### src/rtl/rotu_pkg.sv
package rotu_pkg;

    localparam logic [5:0] OPC_SPECIAL = 6'b000000;
    localparam logic [4:0] ROT_MARK    = 5'b00001;

    localparam logic [5:0] FN_W_IMM    = 6'b000010;
    localparam logic [5:0] FN_D_IMM    = 6'b111010;
    localparam logic [5:0] FN_D_HI_IMM = 6'b111110;
    localparam logic [5:0] FN_W_VAR    = 6'b000110;
    localparam logic [5:0] FN_D_VAR    = 6'b010110;

    typedef enum logic [2:0] {
        KIND_NONE     = 3'd0,
        KIND_W_IMM    = 3'd1,
        KIND_D_IMM    = 3'd2,
        KIND_D_HI_IMM = 3'd3,
        KIND_W_VAR    = 3'd4,
        KIND_D_VAR    = 3'd5
    } rot_kind_e;

endpackage

### src/rtl/rotu_decode.sv
module rotu_decode
    import rotu_pkg::*;
#(
    parameter int DW = 64,
    localparam int AW = $clog2(DW)
) (
    input  logic [31:0]   instr,
    input  logic [DW-1:0] amt_val,
    output rot_kind_e     kind,
    output logic [AW-1:0] amount,
    output logic          is_word
);

    logic [5:0] opc;
    logic [4:0] sel_field;
    logic [4:0] sa_field;
    logic [5:0] fn;

    assign opc       = instr[31:26];
    assign sel_field = instr[25:21];
    assign sa_field  = instr[10:6];
    assign fn        = instr[5:0];

    always_comb begin
        kind = KIND_NONE;
        if (opc == OPC_SPECIAL) begin
            unique case (fn)
                FN_W_IMM:    if (sel_field == ROT_MARK) kind = KIND_W_IMM;
                FN_D_IMM:    if (sel_field == ROT_MARK) kind = KIND_D_IMM;
                FN_D_HI_IMM: if (sel_field == ROT_MARK) kind = KIND_D_HI_IMM;
                FN_W_VAR:    if (sa_field  == ROT_MARK) kind = KIND_W_VAR;
                FN_D_VAR:    if (sa_field  == ROT_MARK) kind = KIND_D_VAR;
                default:     kind = KIND_NONE;
            endcase
        end
    end

    always_comb begin
        amount = '0;
        unique case (kind)
            KIND_W_IMM, KIND_D_IMM: amount = AW'(sa_field);
            KIND_D_HI_IMM:          amount = AW'({1'b1, sa_field});
            KIND_W_VAR:             amount = AW'(amt_val[4:0]);
            KIND_D_VAR:             amount = amt_val[AW-1:0];
            default:                amount = '0;
        endcase
    end

    assign is_word = (kind == KIND_W_IMM) || (kind == KIND_W_VAR);

    always_comb begin

        if (kind != KIND_NONE) begin
            opcode_gate_chk: assert (opc == OPC_SPECIAL)
                else $error("rotate decoded under a nonzero opcode");
        end

        if (kind == KIND_D_HI_IMM) begin
            hi_half_amount_chk: assert (amount >= AW'(32))
                else $error("upper-half rotate amount below 32");
        end
    end

endmodule

### src/rtl/rotu_rotr.sv
module rotu_rotr #(
    parameter int W = 64,
    localparam int SW = $clog2(W)
) (
    input  logic [W-1:0]  din,
    input  logic [SW-1:0] amt,
    output logic [W-1:0]  dout
);

    logic [W-1:0] stage [SW+1];

    assign stage[0] = din;

    generate
        for (genvar s = 0; s < SW; s++) begin : g_stage
            localparam int SH = 1 << s;
            assign stage[s+1] = amt[s] ? {stage[s][SH-1:0], stage[s][W-1:SH]}
                                       : stage[s];
        end
    endgenerate

    assign dout = stage[SW];

    always_comb begin

        ones_keep_chk: assert ($countones(dout) == $countones(din))
            else $error("rotate changed the population count");

        if (amt == '0) begin
            zero_amt_chk: assert (dout == din)
                else $error("zero-amount rotate changed the data");
        end
    end

endmodule

### src/rtl/rotu_exec.sv
module rotu_exec
    import rotu_pkg::*;
#(
    parameter int DW = 64,
    parameter int HW = 32,
    localparam int AW = $clog2(DW),
    localparam int HAW = $clog2(HW)
) (
    input  logic [31:0]   instr,
    input  logic [DW-1:0] src_val,
    input  logic [DW-1:0] amt_val,
    output logic [DW-1:0] rot_result,
    output logic          rot_valid
);

    rot_kind_e     kind;
    logic [AW-1:0] amount;
    logic          is_word;
    logic [DW-1:0] dword_rot;
    logic [HW-1:0] word_rot;

    rotu_decode #(.DW(DW)) u_decode (
        .instr   (instr),
        .amt_val (amt_val),
        .kind    (kind),
        .amount  (amount),
        .is_word (is_word)
    );

    rotu_rotr #(.W(DW)) u_rot_dword (
        .din  (src_val),
        .amt  (amount),
        .dout (dword_rot)
    );

    rotu_rotr #(.W(HW)) u_rot_word (
        .din  (src_val[HW-1:0]),
        .amt  (amount[HAW-1:0]),
        .dout (word_rot)
    );

    assign rot_valid  = (kind != KIND_NONE);
    assign rot_result = is_word ? {{(DW-HW){word_rot[HW-1]}}, word_rot} : dword_rot;

    always_comb begin

        if (rot_valid && is_word) begin
            word_sext_chk: assert (rot_result[DW-1:HW] == {(DW-HW){rot_result[HW-1]}})
                else $error("word rotate not sign-extended");
        end

        if (rot_valid) begin
            valid_opc_chk: assert (instr[31:26] == 6'b000000)
                else $error("valid raised for a foreign opcode");
        end

        if (rot_valid && is_word) begin
            word_ones_chk: assert ($countones(rot_result[HW-1:0]) == $countones(src_val[HW-1:0]))
                else $error("word rotate lost bits of the low half");
        end
    end

endmodule

### config.mk
export PLATFORM = sky130hd
export DESIGN_NAME = rotu_exec
export DESIGN_NICKNAME = d
export VERILOG_FILES = /design/src/rtl/rotu_pkg.sv /design/src/rtl/rotu_decode.sv /design/src/rtl/rotu_rotr.sv /design/src/rtl/rotu_exec.sv
export SDC_FILE = /design/constraint.sdc
export NUM_CORES = 1
export LEC_CHECK = 0
export CELL_PAD_IN_SITES_DETAIL_PLACEMENT = 1
export CELL_PAD_IN_SITES_GLOBAL_PLACEMENT = 2
export CORE_ASPECT_RATIO = 0.8
export CORE_MARGIN = 4
export CORE_UTILIZATION = 28
export DETAILED_ROUTE_END_ITERATION = 10
export GPL_ROUTABILITY_DRIVEN = 0
export GPL_TIMING_DRIVEN = 0
export PLACE_DENSITY = 0.95
export SYNTH_ARGS = -nofsm -noshare
export SYNTH_HDL_FRONTEND = slang
export SYNTH_SLANG_ARGS = --single-unit
### constraint.sdc
create_clock -name vclk -period 14.9
set_clock_uncertainty 0.1 [all_clocks]
set_input_delay 2.98 -clock vclk [all_inputs]
set_output_delay 2.98 -clock vclk [all_outputs]
set_load 0.01 [all_outputs]
==> results of run 1 <==
==> stage by stage <==
| stage | instances | power (mW) | setup slack, ns | hold slack (ns) | util |
|---|---|---|---|---|---|
| 5_1_grt | 1443 | 0.159 | 3.43 | 6.85 | 0.368 |
| 6_report | 1443 | 0.153 | 3.50 | 6.77 | 0.368 |
| 3_5_place_dp | 1443 | 0.147 | 3.82 | 6.78 | 0.368 |
| 4_1_cts | 1443 | 0.148 | 3.82 | 6.78 | 0.368 |
| 3_3_place_gp | 1443 | 0.145 | 3.90 | 6.78 | 0.368 |
| 2_1_floorplan | 977 | 0.0706 | 5.67 | 6.06 | - |
==> metal layers <==
layer / global-route usage / up-vias / part of all wire
met4: 0.0889 / 0 / 0.046
met5: 0 / - / 0
met3: 0.0770 / 174 / 0.14
li1: - / 4136 / -
met2: 0.446 / 861 / 0.42
met1: 0.387 / 4801 / 0.40
==> final cells by class <==
type	count	area (sq um)	area share
Tap cell	312	390	0.0450
Multi-Input combinational cell	894	6270	0.722
Inverter	4	15.0	0.00173
Buffer	79	467	0.0537
Timing Repair Buffer	154	1540	0.177
==> cell families (layout without fill, tap and decap cells) <==
logic type      Yosys count  count (layout)
compound gates          364             364
simple gates            343             343
mux                     187             187
buf+inv                  83             237
==> power by group through the flow <==
stage	Sequential (mW)	Clock [mW]	Combinational, mW
6_report	0	0	0.153
5_1_grt	0	0	0.159
4_1_cts	0	0	0.148
3_5_place_dp	0	0	0.147
3_3_place_gp	0	0	0.145
2_1_floorplan	0	0	0.0706
==> placed cells by master, fill, tap and decap left out, types with 27 or more instances in the layout <==
cell type / Yosys / routed
clkdlybuf4s50_1: 0 / 154
nor2_1: 132 / 132
mux2i_1: 123 / 123
nand2_1: 96 / 96
a21oi_1: 63 / 63
mux2_2: 53 / 53
o22ai_1: 53 / 53
o21ai_0: 45 / 45
clkbuf_1: 31 / 31
a22oi_1: 30 / 30
nand3_1: 27 / 27
==> synthesized netlist by cell type (all sizes together) (2+ instances only) <==
cell	n
clkbuf	31
a221o	18
buf	48
nor2	134
a2bb2oi	4
o32ai	4
and3	8
o2bb2ai	3
o22ai	55
nand2	101
a2111o	2
and4	2
o2111ai	4
mux2	57
o221ai	6
o21ai	74
a31oi	2
a22o	3
a21oi	64
a211o	4
a222oi	2
o211ai	6
mux2i	130
a21o	11
nand2b	8
nor4	2
nor3	25
nor2b	3
a211oi	18
a22oi	31
a32oi	14
o21a	4
a32o	14
nor3b	4
a221oi	15
and2	8
inv	4
nor4b	6
nand3	27
or3	10
==> how the worst max path moves through the flow <==
| stage | endpoint | cells past startpoint | slack (ns) |
|---|---|---|---|
| after floorplan | rot_result[50] | 10 | 5.67 |
| after global placement | rot_result[6] | 13 | 3.90 |
| after detailed placement | rot_result[6] | 14 | 3.82 |
| after CTS | rot_result[6] | 14 | 3.82 |
| after global routing | rot_result[6] | 13 | 3.43 |
| final | rot_result[6] | 13 | 3.50 |
==> tightest hold or removal path, stage by stage <==
cell and delay (ns):
buf_2 0.18, nor4b_4 0.08, nand3_1 0.10, nand2_1 0.06, clkdlybuf4s50_1 0.48
==> flow_summary.ini, run 1 <==
[run_status]
status = completed

[min_path]
hold_path.class = primary input to primary output
hold_path.startpoint = instr[9]
hold_end = rot_valid
hold_depth = 5

[route]
antenna_left = 0
vias_per_cell = 6.91
route.vias.total = 9972
drt_iter0_markers = 1624
wirelength_um = 41400
first_pass_iters = 6
drc = 0
wire_per_inst_um = 28.7

[global_routing]
grt_overflow_total = 0
grtUsageTotal = 0.287
grt_pass1_wl_um = 61000
grt_max_degree = 11
grt_pass1_vias = 9738
antenna_found_initial = 0

[critical_path]
startpoint_type = primary input
required_ns = 11.82
arrival_ns = 8.32
worstSetupPathType = primary input to primary output
slowest_delay_ns = 0.82
cp_top_family = compound AO/OA/AOI/OAI gates
crit_buf_inv = 2
crit_chain = clkdlybuf4s50_1 > nor4_1 > a22oi_1 > o21ai_1 > nor2_1 > a31o_2 > o21ai_1 > nand2_1 > nor2_1 > a22o_1 > a211oi_1 > o21ai_0 > clkdlybuf4s50_1
startpoint = instr[3]
cp_slowest_cell = nor2_1
path_max_fanout = 9
worst_setup_path_end_kind = primary output

[timing]
relSlewSlack = 0.172
rsz0062_at_grt = false
fin_crit_sh = 0.765
setup_viol = 0
drv_slew = 0
finalHoldViolations = 0
tns_ns = 0
period_needed_ns = 11.40
tightest_slew_ns = 1.24
max_freq_mhz = 87.8

[yosys]
syn-num-nets = 1137
synthAdderAreaFrac = 0
synthXorXnorAreaFrac = 0
seq_area_frac_synth = 0
netlist_instances = 977
synth_mux_area_frac = 0.298
synth.avg_cell_area_sq_um = 6.91
synth_top_area_frac = 0.182
synth_top_family_by_area = compound AO/OA/AOI/OAI gates
syn_area_sq_um = 6750
synth_cell_types = 81
synth.area.top_cells = mux2i_1 (18%), mux2_2 (8.8%), nor2_1 (7.3%)
synth_compound_area_frac = 0.393
synth.largest_area_cell = mux2i_1
yosys.area_share.simple = 0.238
synthesis.yosys.warnings = 0

[pwr]
max-vdd-ir-drop_mv = 0.00963
swShare = 0.546
combinationalPowerShare = 1.000
p_int_mw = 0.0694
p_leak_nw = 3.11
seqPwrFrac = 0
pwr-share-clk = 0
switching_power_mw = 0.0834
powerDensity_nw_per_um2 = 17.6

[finish]
fin_nets = 1293
diodes = 0
nClkBuffers = 0
area_growth_pct = 28.6
n_fill_cell = 2987
final_area_sq_um = 8680
drive_gt1_frac = 0.129
seq_cell_count = 0
regArea_sq_um = 0

[clock_tree]
cts_resized = 0
postCtsHoldBufs = 0
postCtsSetupRepairBufs = 0

[die]
start_util = 0.286
core_sq_um = 23600
die_y_um = 147
core.rowCount = 50
dieArea_sq_um = 26700
ios = 225
die_w_um = 182

[placement]
dpl.hpwl_um = 33400
dpl_cell_area_sq_um = 8680
io_buffers = 154

[run]
cap_violations = 0
(Power assumes the default switching activity.)
==> run 2: changes to the inputs <==
CORE_UTILIZATION = 23   (was 28)
PLACE_DENSITY = 0.91   (was 0.95)
clock period = 9.7 ns   (was 14.9 ns; I/O delays follow)
==> run 2 against run 1 <==
Against the previous run: worst hold slack lost 2.1 ns; non-clock buffer count is the same; utilization shrank 6.2 points; total power grew 55%; combinational power grew 55%; global-route usage shrank 3.9 points; first-iteration DRC count grew 9.1%; clock-buffer cell count is the same; die area grew 21%; via count grew 0.46%; critical endpoint unchanged; highest routed layer unchanged.
==> flow_summary.ini, run 2 (synthesis gave the netlist of run 1 again) <==
[global_routing]
grt_pass1_vias = 9748
grt_max_degree = 11
grt_pass1_wl_um = 62500
antenna_found_initial = 0
grtUsageTotal = 0.248
grt_overflow_total = 0

[min_path]
hold_depth = 5
hold_end = rot_valid
hold_path.class = primary input to primary output
hold_path.startpoint = instr[10]

[finish]
layout_commonest_cell = clkdlybuf4s50_1
diodes = 0
drive_gt1_frac = 0.129
seq_cell_count = 0
mostFrequentLayoutCells = clkdlybuf4s50_1 (154), nor2_1 (132), mux2i_1 (123)
area_growth_pct = 29.7
fin_nets = 1293
nClkBuffers = 0
regArea_sq_um = 0

[pwr]
swShare = 0.549
powerDensity_nw_per_um2 = 27.0
seqPwrFrac = 0
switching_power_mw = 0.130
combinationalPowerShare = 1.000
max-vdd-ir-drop_mv = 0.0120
pwr-share-clk = 0
p_int_mw = 0.107
power_mw = 0.237
p_leak_nw = 3.11

[clock_tree]
postCtsHoldBufs = 0
postCtsSetupRepairBufs = 0
cts_resized = 0

[route]
vias_per_cell = 6.67
drt_iter0_markers = 1771
wire_per_inst_um = 28.4
route.vias.total = 10000
first_pass_iters = 6
wirelength_um = 42600
antenna_left = 0
drc = 0

[timing]
setup_viol = 0
relSlewSlack = 0.208
period_needed_ns = 9.31
max_freq_mhz = 107
fin_crit_sh = 0.960
tns_ns = 0
finalHoldViolations = 0
rsz0062_at_grt = false
tightest_slew_ns = 1.18
drv_slew = 0

[placement]
io_buffers = 154
dpl.hpwl_um = 34500

[run]
cap_violations = 0

[critical_path]
required_ns = 7.66
path_max_fanout = 9
worstSetupPathType = primary input to primary output
path_depth = 13
crit_buf_inv = 2
crit_chain = clkdlybuf4s50_1 > nor4_1 > a22oi_1 > o21ai_1 > nor2_1 > a31o_2 > o21ai_1 > nand2_1 > nor2_1 > a22o_1 > a211oi_1 > o21ai_0 > clkdlybuf4s50_1
startpoint = instr[3]
startpoint_type = primary input
worst_setup_path_end_kind = primary output
cp_slowest_cell = nor2_1
arrival_ns = 7.27
cp_top_family = compound AO/OA/AOI/OAI gates
slowest_delay_ns = 0.86

[run_status]
status = completed

[die]
die_w_um = 200
ios = 225
dieArea_sq_um = 32200
core_sq_um = 28600
die_y_um = 161
start_util = 0.236
core.rowCount = 55
## run 2: routing by layer
layer	track usage	vias up	share of wire
met5	0	-	0
met1	0.339	4821	0.40
met3	0.0532	163	0.13
met2	0.390	898	0.43
li1	-	4136	-
met4	0.0775	0	0.046
## run 2: how the worst max path moves through the flow
stage                                end  slack [ns]
after floorplan           rot_result[50]        2.55
after global placement     rot_result[6]        0.71
after detailed placement   rot_result[6]        0.62
after CTS                  rot_result[6]        0.62
after global routing       rot_result[6]        0.09
final                      rot_result[6]        0.39
## run 2: per-stage QoR
step / utilization / setup WS, ns / std cells / hold slack, ns / area (sq um)
4_1_cts: 0.306 / 0.625 / 1501 / 4.72 / 8760
5_1_grt: 0.306 / 0.0935 / 1501 / 4.80 / 8760
3_3_place_gp: 0.306 / 0.714 / 1501 / 4.71 / 8760
6_report: 0.306 / 0.385 / 1501 / 4.72 / 8760
2_1_floorplan: - / 2.55 / 977 / 3.98 / 6750
3_5_place_dp: 0.306 / 0.625 / 1501 / 4.71 / 8760
## run 2: final cells by class
class	count	area, sq um
plain buffers	79	467
fillers	3593	19900
inverters	4	15.0
multi-input cells	894	6270
well taps	370	463
repair buffers	154	1540
## run 2: power groups by stage
stage | combinational, mW | sequential (mW) | clock, mW
6_report | 0.237 | 0 | 0
5_1_grt | 0.248 | 0 | 0
4_1_cts | 0.230 | 0 | 0
3_5_place_dp | 0.229 | 0 | 0
3_3_place_gp | 0.226 | 0 | 0
2_1_floorplan | 0.108 | 0 | 0
